--- src/rtl/smatch_pkg.sv ---
// Shared definitions for the systolic bit-pattern matcher.
// Assumes: single-bit symbols; pattern length is fixed at elaboration.
package smatch_pkg;

    // Default number of cells (pattern length).
    localparam int unsigned SM_TAPS_DEFAULT = 3;

    // Default pattern; bit 0 meets the newest symbol.
    localparam logic [SM_TAPS_DEFAULT-1:0] SM_PATTERN_DEFAULT = 3'b101;

    // True when a stream bit agrees with a stored weight bit.
    function automatic logic sm_agree(input logic weight, input logic sample);
        return ~(weight ^ sample);
    endfunction

endpackage

--- src/rtl/smatch_cell.sv ---
// One processing cell of the counterflow matcher.
// Holds one stored weight bit. Registers the stream bit moving forward.
// Registers the partial result moving backward, ANDed with the agreement
// between the weight and the stream bit the cell currently holds.
// Assumes: `adv` is the array-wide step enable; reset is synchronous, active low.
module smatch_cell
    import smatch_pkg::*;
#(
    parameter logic WEIGHT = 1'b1
) (
    input  logic clk,
    input  logic rst_n,
    input  logic adv,
    input  logic stream_in,
    output logic stream_out,
    input  logic part_in,
    output logic part_out
);

    logic stream_q;
    logic part_q;

    // Move the stream bit one cell forward on each step.
    always_ff @(posedge clk) begin
        if (!rst_n)   stream_q <= 1'b0;
        else if (adv) stream_q <= stream_in;
    end

    // Pass the partial result one cell back, cleared on disagreement.
    always_ff @(posedge clk) begin
        if (!rst_n)   part_q <= 1'b0;
        else if (adv) part_q <= part_in & sm_agree(WEIGHT, stream_q);
    end

    assign stream_out = stream_q;
    assign part_out   = part_q;


    cell_hold_chk: assert property (@(posedge clk) disable iff (!rst_n)
        !adv |=> ($stable(stream_q) && $stable(part_q)));


    cell_kill_chk: assert property (@(posedge clk) disable iff (!rst_n)
        (adv && !part_in) |=> !part_out);

endmodule

--- src/rtl/smatch_pacer.sv ---
// Input pacing for the matcher.
// Tracks which copy of a two-cycle symbol is accepted, counts complete
// symbols up to the pattern length, and marks the step whose verdict may be
// published.
// Assumes: every symbol arrives as exactly two accepted cycles; reset is
// synchronous, active low.
module smatch_pacer #(
    parameter int unsigned TAPS = 3
) (
    input  logic clk,
    input  logic rst_n,
    input  logic adv,
    output logic publish
);

    localparam int unsigned CW = $clog2(TAPS + 1);
    localparam logic [CW-1:0] FULL = CW'(TAPS);

    logic          phase_q;   // 0: first copy is next, 1: second copy is next
    logic [CW-1:0] filled_q;  // completed symbols, saturating at TAPS
    logic          pub_q;

    // Flip the copy phase on every accepted cycle.
    always_ff @(posedge clk) begin
        if (!rst_n)   phase_q <= 1'b0;
        else if (adv) phase_q <= ~phase_q;
    end

    // Count completed symbols until the pipeline is full.
    always_ff @(posedge clk) begin
        if (!rst_n)                               filled_q <= '0;
        else if (adv && phase_q && filled_q != FULL) filled_q <= filled_q + 1'b1;
    end

    // Publish on a first-copy step once three symbols are complete.
    always_ff @(posedge clk) begin
        if (!rst_n) pub_q <= 1'b0;
        else        pub_q <= adv && !phase_q && (filled_q == FULL);
    end

    assign publish = pub_q;


    phase_hold_chk: assert property (@(posedge clk) disable iff (!rst_n)
        !adv |=> $stable(phase_q));


    publish_step_chk: assert property (@(posedge clk) disable iff (!rst_n)
        publish |-> ($past(adv) && phase_q));

endmodule

--- src/rtl/systolic_matcher.sv ---
// Top of the systolic serial bit-pattern matcher.
// A chain of TAPS cells: stream enters cell 0 and moves up; the partial
// result enters cell TAPS-1 tied high and moves down; cell 0's result is
// the verdict, gated by the pacer's publish mark.
// Assumes: each symbol is offered on two accepted cycles; PATTERN[0] is
// compared with the newest symbol.
module systolic_matcher
    import smatch_pkg::*;
#(
    parameter int unsigned          NTAPS   = SM_TAPS_DEFAULT,
    parameter logic [NTAPS-1:0]     PATTERN = SM_PATTERN_DEFAULT
) (
    input  logic clk,
    input  logic rst_n,
    input  logic bit_in,
    input  logic bit_valid,
    output logic match_o
);

    logic [NTAPS-1:0] stream_w;
    logic [NTAPS-1:0] part_w;
    logic             publish;

    // Build the cell chain; the end cells take the edge inputs.
    for (genvar i = 0; i < NTAPS; i++) begin : g_cell
        logic s_in;
        logic p_in;
        if (i == 0) begin : g_first
            assign s_in = bit_in;
        end else begin : g_mid
            assign s_in = stream_w[i-1];
        end
        if (i == NTAPS - 1) begin : g_last
            assign p_in = 1'b1;
        end else begin : g_inner
            assign p_in = part_w[i+1];
        end
        smatch_cell #(.WEIGHT(PATTERN[i])) u_cell (
            .clk       (clk),
            .rst_n     (rst_n),
            .adv       (bit_valid),
            .stream_in (s_in),
            .stream_out(stream_w[i]),
            .part_in   (p_in),
            .part_out  (part_w[i])
        );
    end

    smatch_pacer #(.TAPS(NTAPS)) u_pacer (
        .clk    (clk),
        .rst_n  (rst_n),
        .adv    (bit_valid),
        .publish(publish)
    );

    assign match_o = publish & part_w[0];


    match_after_accept_chk: assert property (@(posedge clk) disable iff (!rst_n)
        match_o |-> $past(bit_valid));


    match_single_chk: assert property (@(posedge clk) disable iff (!rst_n)
        match_o |=> !match_o);

endmodule

--- config.mk ---
export PLATFORM = sky130hd
export DESIGN_NAME = systolic_matcher
export DESIGN_NICKNAME = d
export VERILOG_FILES = /design/src/rtl/smatch_pkg.sv /design/src/rtl/smatch_cell.sv /design/src/rtl/smatch_pacer.sv /design/src/rtl/systolic_matcher.sv
export SDC_FILE = /design/constraint.sdc
export NUM_CORES = 1
export LEC_CHECK = 0
export BUFFER_PORTS_ARGS = -buffer_cell sky130_fd_sc_hd__buf_2
export CAP_MARGIN = 0
export CORE_AREA = 2 2 39 41
export CTS_CLUSTER_SIZE = 28
export DETAILED_ROUTE_END_ITERATION = 8
export DIE_AREA = 0 0 41 43
export SYNTH_ARGS = -nofsm -noshare
export SYNTH_HDL_FRONTEND = slang
export SYNTH_SLANG_ARGS = --single-unit
--- constraint.sdc ---
create_clock -name clk -period 1.1 [get_ports clk]
set_clock_uncertainty 0.05 [all_clocks]
set_input_delay 0.055 -clock clk [delete_from_list [all_inputs] [get_ports clk]]
set_output_delay 0.055 -clock clk [all_outputs]
set_load 0.01 [all_outputs]
Word-level counts from Yosys, hierarchy flattened
Cells that the tools add are included.

word-level totals
  register bits after elaboration = 10
  bits of input ports = 4

cells by class
  eq/ne operators = 2
  $add $sub $neg = 1
  bitwise logic cells = 5
  reductions and logical operators = 5

operators by type and width
  cell                                          count
  logical AND 1 bit                             4
  bitwise AND 1 bit                             3
  adder 2 x 1 -> 2 bit (second input constant)  1
  == test 2 bit (second input constant)         1
  != test 2 bit (second input constant)         1
  NOT 1 bit                                     2
  zero test 1 bit                               1

Depth between registers and ports, before layout
Gate-level depths: netlist of the first run.

  word-level depth = 3
  mapped depth = 3
  depth with buffers taken out = 3

By module
A second synthesis of the first run with hierarchy kept.

second synthesis, totals
  cells, all modules = 38
  area, all modules = 401.6 um^2

by module, submodules not included
  module                               instances  seq. area each (um^2)  area an instance (um^2)  cells an instance
  smatch_pacer                         1          80.1                   167.7                    15
  smatch_cell at g_cell[0].u_cell ...  2          40.0                   73.8                     7
  smatch_cell at g_cell[1].u_cell      1          40.0                   76.3                     7
  systolic_matcher                     1          0.0                    10.0                     2

Least setup slack after synthesis of the first run
Ideal clock, no wire load.

  path kind = reg2reg
  start point = register u_pacer.filled_q[0]
  end point = register u_pacer.filled_q[0]
  path buffers = 0
  data required time = 978 ps
  arrival = 899 ps
  stages on the path, launching flop included = 4
  period minus slack after synthesis = 1,021 ps
  setup slack = 79 ps
  cell sequence = dfxtp_1 > ha_1 > and3b_1 > mux2i_1

on the way
  cells in the longest elaborated chain, start to end = 2

RTL lines
  what                                                          line                RTL
  from (decl)                                                   smatch_pacer.sv:20  logic [CW-1:0] filled_q;
  from (signal assigned)                                        smatch_pacer.sv:32  else if (adv && phase_q && filled_q != FULL) filled_q <= filled_q + 1'b1;
  branches (longest 2 deep; another with adder 2 x 1 -> 2 bit)  --

Parallel ways; which one is timed is not known.
A chain may end at the register's enable or synchronous reset.

Worst setup path in the final report of the first run
  start point = register u_pacer.filled_q[1]
  end point = register u_pacer.filled_q[0]

on the way
  cells in the longest elaborated chain, start to end = 2

RTL lines
  what               line
  != test 2 bit      smatch_pacer.sv:32
  logical AND 1 bit  smatch_pacer.sv:32

Every way passes these cells.

==> key figures, run 1 <==
GRT
  • Global-route wire length before repair: slightly above 900 um
  • Initial antenna violation count: 0
  • Largest net degree at the start of global routing: 13
  • GRT Resource Usage Total: 0.08065
  • Grt total ovfl: 0
  • Vias in the first global route: approximately 230

Die
  • Core Area: around 1400 um^2
  • Die Ht: between 40 and 50 um
  • Die Wd: roughly 40 um
  • IO Count: 5
  • Initial core utilization: 0.2984
  • Die footprint: between 1500 and 2000 um^2
  • Row Count: 14

STA
  • Max-slew headroom: 0.8551
  • Fin. max-slew vios: 0
  • Period Utilization, post-route: 0.9503
  • Setup TNS: 0 ns
  • Finish-stage setup viols: 0
  • F_max: 0.9566 GHz
  • PnR worst setup slack: 0.05467 ns
  • Actual slew at the worst max-slew pin: roughly 0.22 ns
  • Unrepaired setup endpoints after global routing: yes
  • Fin crit period: around 1.0 ns
  • Final Hold Violating Endpoints: 0

Routing
  • DR vias: between 200 and 300
  • Drt drc: 0
  • First drt pass iteration count: 2
  • Vias per cell: ~4.3
  • WL final: 552 um
  • Routed WL per cell: 9.049 um
  • First-iteration detailed-routing DRC count: 2
  • Final antenna-violating net count: 0

Worst setup path
  • Critical path required time: around 1.2 ns
  • Critical path launch point type: register
  • Critical path startpoint: u_pacer.filled_q[1]
  • FF-to-FF End: u_pacer.filled_q[0]
  • Crit Path Class: reg -> reg
  • WP data arrival: approximately 1.2 ns
  • Reg-to-reg startpoint: u_pacer.filled_q[1]
  • Worst r2r path cells: 3
  • Crit-path max FO: 2
  • CP Capture Type: register
  • R2R setup slack: ~0.055 ns

Placed design
  • Placed cell count: 56
  • Port bufs: 4
  • Pre-CTS setup slack: 0.005874 ns
  • Final HPWL DP: a little under 400 um
  • Routability Congestion: roughly 0.58

Flow run
  • Maxcap violations: 0

Status
  • Outcome: completed

Synth
  • Sequential area share after synthesis: 0.4848
  • Area leader, netlist: dfxtp_1
  • Synth area leaders: dfxtp_1 48%, mux2i_1 15%, nor2b_1 6.1%, nand2b_1 4.5%, a21boi_1 3.6%
  • Post-synth EDFFs: 0
  • Gate Count Post-Synth: 38
  • Syn nets: 43
  • Post-synth top cells: 10 x dfxtp_1, 6 x mux2i_1, 4 x nor2b_1, 3 x nand2_1, 3 x nand2b_1
  • Ys async rst share: 0
  • Ys flop type: dfxtp_1
  • Mapped cell area: roughly 410 um^2
  • Seq cells post-synth: 10
  • Syn Area/Cell: around 11 um^2
  • Synth warnings: 0
  • Most common cell in the synthesized netlist: dfxtp_1
  • Cell variety after synth: 15
  • Post-synth top area share: 0.4848

Finish
  • Layout Cells excl Fill: 61
  • Layout cells sized above 1: 0.2667
  • Area Growth Syn to Fin: 18.18%
  • Reg area: a little over 200 um^2
  • Inserted Diodes: 0
  • Fin nets: 51
  • FILL cells: 150
  • Area of the multi-input gates: 200.2 um^2

Worst hold path
  • Worst Hold Path EP: u_pacer.filled_q[0]
  • Hold Path Class: in -> reg
  • Hold Startpoint: rst_n
  • WHS Path Cells: 3

Clock tree
  • CTS Sinks: 10
  • Clock Latency Late Sink: around 0.26 ns
  • CTS tree: yes
  • Clock H-tree levels: 1
  • Clock Path Buffers: 2
  • TritonCTS buffer count: 3
  • Clk pin slew, worst setup/hold paths: 0.06 ns
  • Clock root cell: clkbuf_4

Power
  • VDD IR max: around 0.63 mV
  • PD cells: 1549 nW/um^2
  • Static Leak: ~0.20 nW
-- cell families after synthesis --
kind of cell | synth area share
buf+inv | 0.03938
simple gates | 0.2424
xor+xnor | 0.02122
compound gates | 0.03635
flops | 0.4848
mux | 0.1455
fa+ha+maj | 0.03030
-- report_power, final --
| group | internal [mW] | switching [mW] | leakage [nW] |
|---|---|---|---|
| combinational | 0.0290 | 0.0222 | 0.0986 |
| clock | 0.201 | 0.121 | 0.0210 |
| sequential | 0.375 | 0.00823 | 0.0817 |
| total | 0.604 | 0.151 | 0.201 |
-- worst max path at each step --
stage                          end  cells after the start
2_1_floorplan  u_pacer.filled_q[0]                      3
3_3_place_gp   u_pacer.filled_q[0]                      3
3_5_place_dp   u_pacer.filled_q[1]                      3
4_1_cts        u_pacer.filled_q[1]                      3
5_1_grt        u_pacer.filled_q[1]                      3
6_report       u_pacer.filled_q[0]                      3
-- layout make-up --
class	count	area share
Sequential cell	10	0.4128
Multi-Input combinational cell	26	0.4103
Clock buffer	4	0.07436
Timing Repair Buffer	5	0.06154
Tap cell	16	0.04103
-- metal layers --
metal / track usage / up-vias / wire length [um] / part of all wire
li1: - / 143 / - / -
met1: 0.08469 / 112 / 286 / 0.52
met2: 0.1125 / 5 / 228 / 0.41
met3: 0.04712 / 2 / 22 / 0.040
met4: 0.06000 / 0 / 14 / 0.025
met5: 0 / - / 0 / 0
-- sequential cells by signal, indices dropped and copies added (netlist names) --
name,cells
g_cell.u_cell.part_out,3
g_cell.u_cell.stream_out,3
u_pacer.filled_q,2
u_pacer.phase_q,1
u_pacer.publish,1
-- repair_timing --
action                                  4_1_cts  5_1_grt
endpoints found under the setup margin        2        2
pin swaps                                     0        1
hold buffers                                  1        0
endpoints found under the hold margin         1        0
buffers inserted                              0        0
resized for setup                             1        2
-- through the flow --
stage / hold WS, ns / instance area (um^2) / util / power, mW
floorplan: 0.1597 / 412.9 / - / 0.4302
global placement: 0.2653 / 436.7 / 0.3156 / 0.4386
detailed placement: 0.2793 / 436.7 / 0.3156 / 0.4385
CTS: 0.08042 / 484.2 / 0.3499 / 0.7693
global route: 0.08929 / 488.0 / 0.3526 / 0.8035
finish: 0.08551 / 488.0 / 0.3526 / 0.7557
-- worst max-delay path, stage by stage, from the launching register on --
cell	delay [ns]
dfxtp_1	0.31
ha_2	0.18
and3b_2	0.26
mux2i_1	0.17
-- cell usage in the layout (no fill, tap or decap), drive strengths merged, types with 2 or more instances in the layout --
master,instances
dfxtp,10
mux2i,6
nor2b,4
buf,4
clkbuf,4
nand2,3
nand2b,3
a21boi,2
and2,2
Note: power is estimated with default switching activity, not from simulation.
==> run 2, diff against run 1 <==
--- a/config.mk
+++ b/config.mk
@@ -5,6 +5,8 @@
 export SDC_FILE = /design/constraint.sdc
 export NUM_CORES = 1
 export LEC_CHECK = 0
+export ABC_AREA = 1
+export ABC_CLOCK_PERIOD_IN_PS = 1100
 export BUFFER_PORTS_ARGS = -buffer_cell sky130_fd_sc_hd__buf_2
 export CAP_MARGIN = 0
 export CORE_AREA = 2 2 39 41
==> key figures, run 2 <==
STA
  • Hold slack: ~0.017 ns
  • Fin crit period: 0.9888 ns
  • Period Utilization, post-route: 0.8989
  • F_max: 1.011 GHz
  • PnR worst setup slack: 0.1112 ns
  • Unrepaired setup endpoints after global routing: no
  • Final Hold Violating Endpoints: 0
  • Actual slew at the worst max-slew pin: 0.1394 ns
  • Fin. max-slew vios: 0
  • Finish-stage setup viols: 0
  • Max-slew headroom: 0.9061
  • Setup TNS: 0 ns

Synth
  • Post-synth top cells: 10 x dfxtp_1, 9 x nand2_1, 7 x inv_1, 7 x nor2_1, 5 x a21oi_1
  • Seq cells post-synth: 10
  • Post-Synth Simple-Gate Area: 0.2255
  • Area leader, netlist: dfxtp_1
  • Main combinational cell family by area after synthesis: simple AND/OR/NAND/NOR gates
  • Synth Area in XOR/XNOR: 0
  • Synth area leaders: dfxtp_1 52%, nand2_1 8.8%, inv_1 6.9%, nor2_1 6.9%, a21oi_1 6.5%
  • Post-synth EDFFs: 0
  • Ys async rst share: 0
  • Sequential area share after synthesis: 0.5229
  • Ys flop type: dfxtp_1
  • Compound-Gate Fraction of Synth Area: 0.1405
  • Mapped cell area: 382.9 um^2
  • Most common cell in the synthesized netlist: dfxtp_1
  • Cell variety after synth: 12
  • Post-synthesis mux area share: 0
  • Syn Area/Cell: around 7.8 um^2
  • Post-synthesis adder-cell area fraction: 0.03268
  • Synth warnings: 0
  • Post-synth top area share: 0.5229
  • Syn nets: 54
  • Gate Count Post-Synth: 49

GRT
  • Global-route wire length before repair: approximately 1100 um
  • Largest net degree at the start of global routing: 9
  • Vias in the first global route: roughly 300
  • GRT Resource Usage Total: 0.09375
  • Grt total ovfl: 0
  • Initial antenna violation count: 0

Finish
  • Commonest non-fill, non-tap cell in the layout: dfxtp_1
  • Fin nets: 64
  • Inserted Diodes: 0
  • Final Core Density: 0.3427
  • Layout Cells excl Fill: 74
  • Final Instance Area: between 400 and 500 um^2
  • Area Growth Syn to Fin: 23.86%
  • Layout cells sized above 1: 0.2241
  • Most frequent cells in the layout: 10 x dfxtp_1, 9 x nand2_1, 7 x nor2_1, 6 x inv_1, 5 x a21oi_1

Placed design
  • Placed cell count: 69
  • Port bufs: 4
  • Area after DPL: between 400 and 500 um^2
  • Pre-CTS setup slack: 0.08326 ns
  • Final HPWL DP: around 430 um
  • Routability Congestion: 0.6100

Worst hold path
  • Hold Path Class: in -> reg
  • WHS Path Cells: 3

Status
  • Outcome: completed

Worst setup path
  • R2R setup slack: roughly 0.11 ns
  • Critical path required time: approximately 1.2 ns
  • Worst setup path endpoint: u_pacer.filled_q[1]
  • Worst r2r path cells: 5
  • Crit-path max FO: 4
  • CP Capture Type: register
  • Critical path startpoint: u_pacer.filled_q[0]
  • Crit Path Class: reg -> reg
  • FF-to-FF End: u_pacer.filled_q[1]
  • Critical path launch point type: register
  • Reg-to-reg startpoint: u_pacer.filled_q[0]
  • WP data arrival: 1.10 ns

Die
  • Die Ht: approximately 43 um
  • Row Count: 14
  • Initial core utilization: 0.2767
  • Core Area: ~1400 um^2
  • IO Count: 5
  • Die footprint: ~1800 um^2
  • Die Wd: 41 um

Clock tree
  • CTS tree: yes
  • TritonCTS buffer count: 3
  • Clk pin slew, worst setup/hold paths: roughly 0.06 ns
  • Clock root cell: clkbuf_4
  • Setup bufs post-CTS: 0
  • Clock Latency Late Sink: between 0.2 and 0.3 ns
  • Clock Path Buffers: 2
  • Clock H-tree levels: 1
  • CTS Sinks: 10

Routing
  • DR vias: 320
  • First-iteration detailed-routing DRC count: 1
  • Final antenna-violating net count: 0
  • Routed WL per cell: 8.716 um
  • Vias per cell: roughly 4.3
  • WL final: about 650 um
  • First drt pass iteration count: 2
  • Drt drc: 0

Power
  • PD cells: around 1600 nW/um^2
  • Final Power: a little under 0.8 mW
  • VDD IR max: approximately 0.53 mV
  • Static Leak: approximately 0.22 nW

Flow run
  • Maxcap violations: 0
[run 2: changes by cell type in the layout (fill, tap and decap cells not counted), sizes merged, moves of 2 or more]
| cell | previous run | this run |
|---|---|---|
| a21boi | 2 | 0 |
| mux2i | 6 | 0 |
| a21oi | 0 | 6 |
| o21ai | 0 | 4 |
| nand2b | 3 | 0 |
| and2 | 2 | 0 |
| inv | 0 | 8 |
| nor2 | 0 | 7 |
| nand2 | 3 | 9 |
| nor2b | 4 | 0 |
[run 2: final cells by class]
| cell class | instances | area, um^2 |
|---|---|---|
| fillers | 144 | 909.6 |
| flip-flops and latches | 10 | 200.2 |
| multi-input cells | 31 | 157.7 |
| clock buffers | 4 | 36.28 |
| repair buffers | 5 | 30.03 |
| inverters | 8 | 30.03 |
| well taps | 16 | 20.02 |
[run 2: per-layer routing]
layer | GRT usage | share of wire | vias up | wire (um)
li1 | - | - | 174 | -
met1 | 0.09446 | 0.45 | 137 | 291
met2 | 0.1438 | 0.45 | 9 | 292
met3 | 0.06283 | 0.095 | 0 | 61
met4 | 0.04000 | 0 | 0 | 0
met5 | 0 | 0 | - | 0
[run 2: worst max-delay path, stage by stage (launching register included)]
cell,delay (ns)
dfxtp_1,0.31
ha_1,0.20
inv_2,0.07
nand3_2,0.10
nor2_1,0.11
nor2_1,0.05
[run 2: cells by family after synthesis]
family | count (synthesis)
simple gates | 20
buf+inv | 8
fa+ha+maj | 1
compound gates | 10
flops | 10
[run 2: power breakdown]
group	switching, mW	total [mW]	internal [mW]
Sequential	0.00978	0.390	0.380
Clock	0.131	0.332	0.201
Combinational	0.0343	0.0577	0.0234
Total	0.175	0.780	0.605
[run 2: timing repair]
| action | 4_1_cts | 5_1_grt |
|---|---|---|
| setup endpoints to repair | 0 | 2 |
| resized for setup | 0 | 2 |
| hold buffers | 1 | 0 |
| endpoints found under the hold margin | 1 | 0 |
[run 2: worst min-delay path by stage]
stage	startpoint	endpoint	slack [ns]
2_1_floorplan	bit_valid	g_cell[2].u_cell.part_out	0.09
3_3_place_gp	bit_in	g_cell[0].u_cell.stream_out	0.23
3_5_place_dp	bit_in	g_cell[0].u_cell.stream_out	0.24
6_report	rst_n	u_pacer.filled_q[0]	0.02
5_1_grt	rst_n	g_cell[0].u_cell.stream_out	0.04
4_1_cts	rst_n	u_pacer.filled_q[0]	0.01
==> run 3, diff against run 2 <==
--- a/config.mk
+++ b/config.mk
@@ -15,4 +15,5 @@
 export DIE_AREA = 0 0 41 43
 export SYNTH_ARGS = -nofsm -noshare
 export SYNTH_HDL_FRONTEND = slang
+export SYNTH_HIERARCHICAL = 1
 export SYNTH_SLANG_ARGS = --single-unit
==> key figures, run 3 <==
Status
  • Outcome: completed

GRT
  • Met2 Use GR: 0.1281
  • GR Util met3: 0.09424
  • Initial antenna violation count: 0
  • Grt met1 use: 0.1336
  • Global-route wire length before repair: approximately 1200 um
  • Largest net degree at the start of global routing: 13
  • GRT Resource Usage Total: 0.1038
  • Most used routing layer: met1
  • Grt total ovfl: 0
  • Vias in the first global route: around 300

Die
  • Die Ht: between 40 and 50 um
  • Row Count: 14
  • Die footprint: 1763 um^2
  • Die Wd: between 40 and 50 um
  • Core Area: between 1000 and 1500 um^2
  • Initial core utilization: 0.2939
  • IO Count: 5

STA
  • Hold slack: 0.04769 ns
  • Final Hold Violating Endpoints: 0
  • Setup TNS: 0 ns
  • Finish-stage setup viols: 0
  • Unrepaired setup endpoints after global routing: no
  • PnR worst setup slack: about 0.12 ns
  • Period Utilization, post-route: 0.8930
  • Fin crit period: around 0.98 ns
  • Fin. max-slew vios: 0
  • F_max: ~1.0 GHz

Worst setup path
  • WP data arrival: approximately 1.1 ns
  • Critical path required time: 1.20 ns
  • Family with the most delay on the worst path: flip-flops
  • Crit-path cells: ha_1 -> inv_1 -> nand3_2 -> nor2_1 -> nor2_1
  • Most used cell, CP: nor2_1
  • Worst r2r path cells: 5
  • Crit Path Class: reg -> reg
  • Slowest cell on crit path: dfxtp_1
  • Critical path launch point type: register
  • Critical path startpoint: u_pacer/filled_q[0]
  • Worst Path Buf+Inv: 1
  • CP peak stage delay: 0.31 ns
  • CP Capture Type: register
  • Crit-path max FO: 4
  • R2R setup slack: between 0.1 and 0.15 ns
  • Reg-to-reg startpoint: u_pacer/filled_q[0]
  • Critical path depth: 5
  • FF-to-FF End: u_pacer/filled_q[0]

Routing
  • Routed WL per cell: a little under 8 um
  • First drt pass iteration count: 4
  • First-iteration detailed-routing DRC count: 5
  • Vias per cell: 4.269
  • WL final: slightly above 600 um
  • Drt drc: 0
  • Final antenna-violating net count: 0
  • DR vias: 333

Flow run
  • Maxcap violations: 0

Finish
  • Reg area: 200.2 um^2
  • Final Instance Area: between 400 and 500 um^2
  • Layout Cells excl Fill: 78
  • Layout cells sized above 1: 0.1935
  • Area of the multi-input gates: roughly 170 um^2
  • Most frequent cells in the layout: 13 x nor2_1, 10 x inv_1, 10 x dfxtp_1, 6 x nand2_1, 5 x o21ai_0
  • FILL cells: between 150 and 200
  • Commonest non-fill, non-tap cell in the layout: nor2_1
  • Inserted Diodes: 0
  • Fin nets: a little under 70
  • Area Growth Syn to Fin: 19.08%

Worst hold path
  • Hold Startpoint: rst_n
  • Worst Hold Path EP: u_pacer/filled_q[0]
  • Hold Path Class: in -> reg
  • WHS Path Cells: 3

Placed design
  • Final HPWL DP: between 400 and 500 um
  • Placed cell count: 74
  • Port bufs: 4
  • Area after DPL: around 450 um^2
  • Routability Congestion: between 0.6 and 0.7
  • Pre-CTS setup slack: between 0.09 and 0.1 ns

Synth
  • Post-synth EDFFs: 0
  • Syn Area/Cell: 7.530 um^2
  • Mapped cell area: 406.6 um^2
  • Post-synth top cells: 13 x nor2_1, 10 x dfxtp_1, 10 x inv_1, 6 x nand2_1, 5 x o21ai_0
  • Post-synth top area share: 0.4923
  • Area leader, netlist: dfxtp_1
  • Seq cells post-synth: 10
  • Synth area leaders: dfxtp_1 49%, nor2_1 12%, inv_1 9.2%, a21oi_2 8.6%, o21ai_0 6.2%
  • Syn nets: 59
  • Cell variety after synth: 12
  • Most common cell in the synthesized netlist: nor2_1
  • Synth warnings: 6
  • Ys async rst share: 0
  • Gate Count Post-Synth: 54
  • Sequential area share after synthesis: 0.4923
  • Ys flop type: dfxtp_1

Clock tree
  • CTS tree: yes
  • Clock H-tree levels: 1
  • CTS Sinks: 10
  • Clk pin slew, worst setup/hold paths: approximately 0.060 ns
  • Clock Latency Late Sink: approximately 0.26 ns
  • Clock root cell: clkbuf_4
  • TritonCTS buffer count: 3
  • Clock Path Buffers: 2

Power
  • PD cells: ~1400 nW/um^2
  • Static Leak: approximately 0.24 nW
  • VDD IR max: 0.5121 mV
-- run 3: cell count changes in the layout (fill, tap and decap cells not counted), sizes merged --
cell | previous run | this run
nand3 | 2 | 1
inv | 8 | 10
a21oi | 6 | 4
nand2 | 9 | 6
nor2 | 7 | 13
conb | 0 | 1
clkbuf | 4 | 3
o21ai | 4 | 6
-- run 3: through the flow --
step                        util  power [mW]
after floorplan                -      0.4459
after global placement    0.3228      0.4672
after detailed placement  0.3228      0.4681
after CTS                 0.3463      0.7139
after global routing      0.3499      0.7526
final                     0.3499      0.6978
-- run 3: cell families (layout without fill, tap and decap cells) --
| group | Yosys count | count (layout) | share of synthesized area |
|---|---|---|---|
| other | 1 | 1 | 0.009222 |
| AND/OR/NAND/NOR | 22 | 22 | 0.2154 |
| AO/OA/AOI/OAI | 10 | 10 | 0.1600 |
| flip-flops | 10 | 10 | 0.4923 |
| adder cells (fa/ha/maj) | 1 | 1 | 0.03076 |
| buffers and inverters | 10 | 18 | 0.09232 |
-- run 3: timing repair --
| item | 4_1_cts | 5_1_grt |
|---|---|---|
| buffers inserted | 0 | 0 |
| gates resized for setup | 0 | 1 |
| hold buffers | 1 | 0 |
| endpoints found under the hold margin | 1 | 0 |
| setup endpoints to repair | 0 | 2 |
-- run 3: worst max path at each step --
stage,slack [ns],endpoint
2_1_floorplan,0.16,u_pacer/filled_q[0]
3_3_place_gp,0.12,u_pacer/filled_q[0]
3_5_place_dp,0.1,u_pacer/filled_q[1]
4_1_cts,0.09,u_pacer/filled_q[1]
5_1_grt,0.01,u_pacer/filled_q[0]
6_report,0.12,u_pacer/filled_q[0]
-- run 3: power by group --
part | internal (mW) | leakage, nW | switching, mW | total [mW]
clock network | 0.126 | 0.0138 | 0.110 | 0.235
logic | 0.0278 | 0.140 | 0.0388 | 0.0667
registers | 0.383 | 0.0823 | 0.0127 | 0.396
total | 0.537 | 0.236 | 0.161 | 0.698
-- run 3: final cells by class --
cell class,instances,share of cell area
clock buffer,3,0.04651
inverter,10,0.07752
multi-input combinational,34,0.3592
sequential,10,0.4134
tap,16,0.04134
timing repair buffer,5,0.06202
-- run 3: per-layer routing --
| metal | vias to the layer above | wire length, um |
|---|---|---|
| met4 | 0 | 0 |
| met3 | 0 | 53 |
| li1 | 181 | - |
| met5 | - | 0 |
| met1 | 146 | 281 |
| met2 | 6 | 283 |
-- run 3: tightest hold or removal path: cells and delay by family --
| kind | cells | cell delay (ns) |
|---|---|---|
| simple gates | 2 | 0.10 |
| buf+inv | 1 | 0.15 |
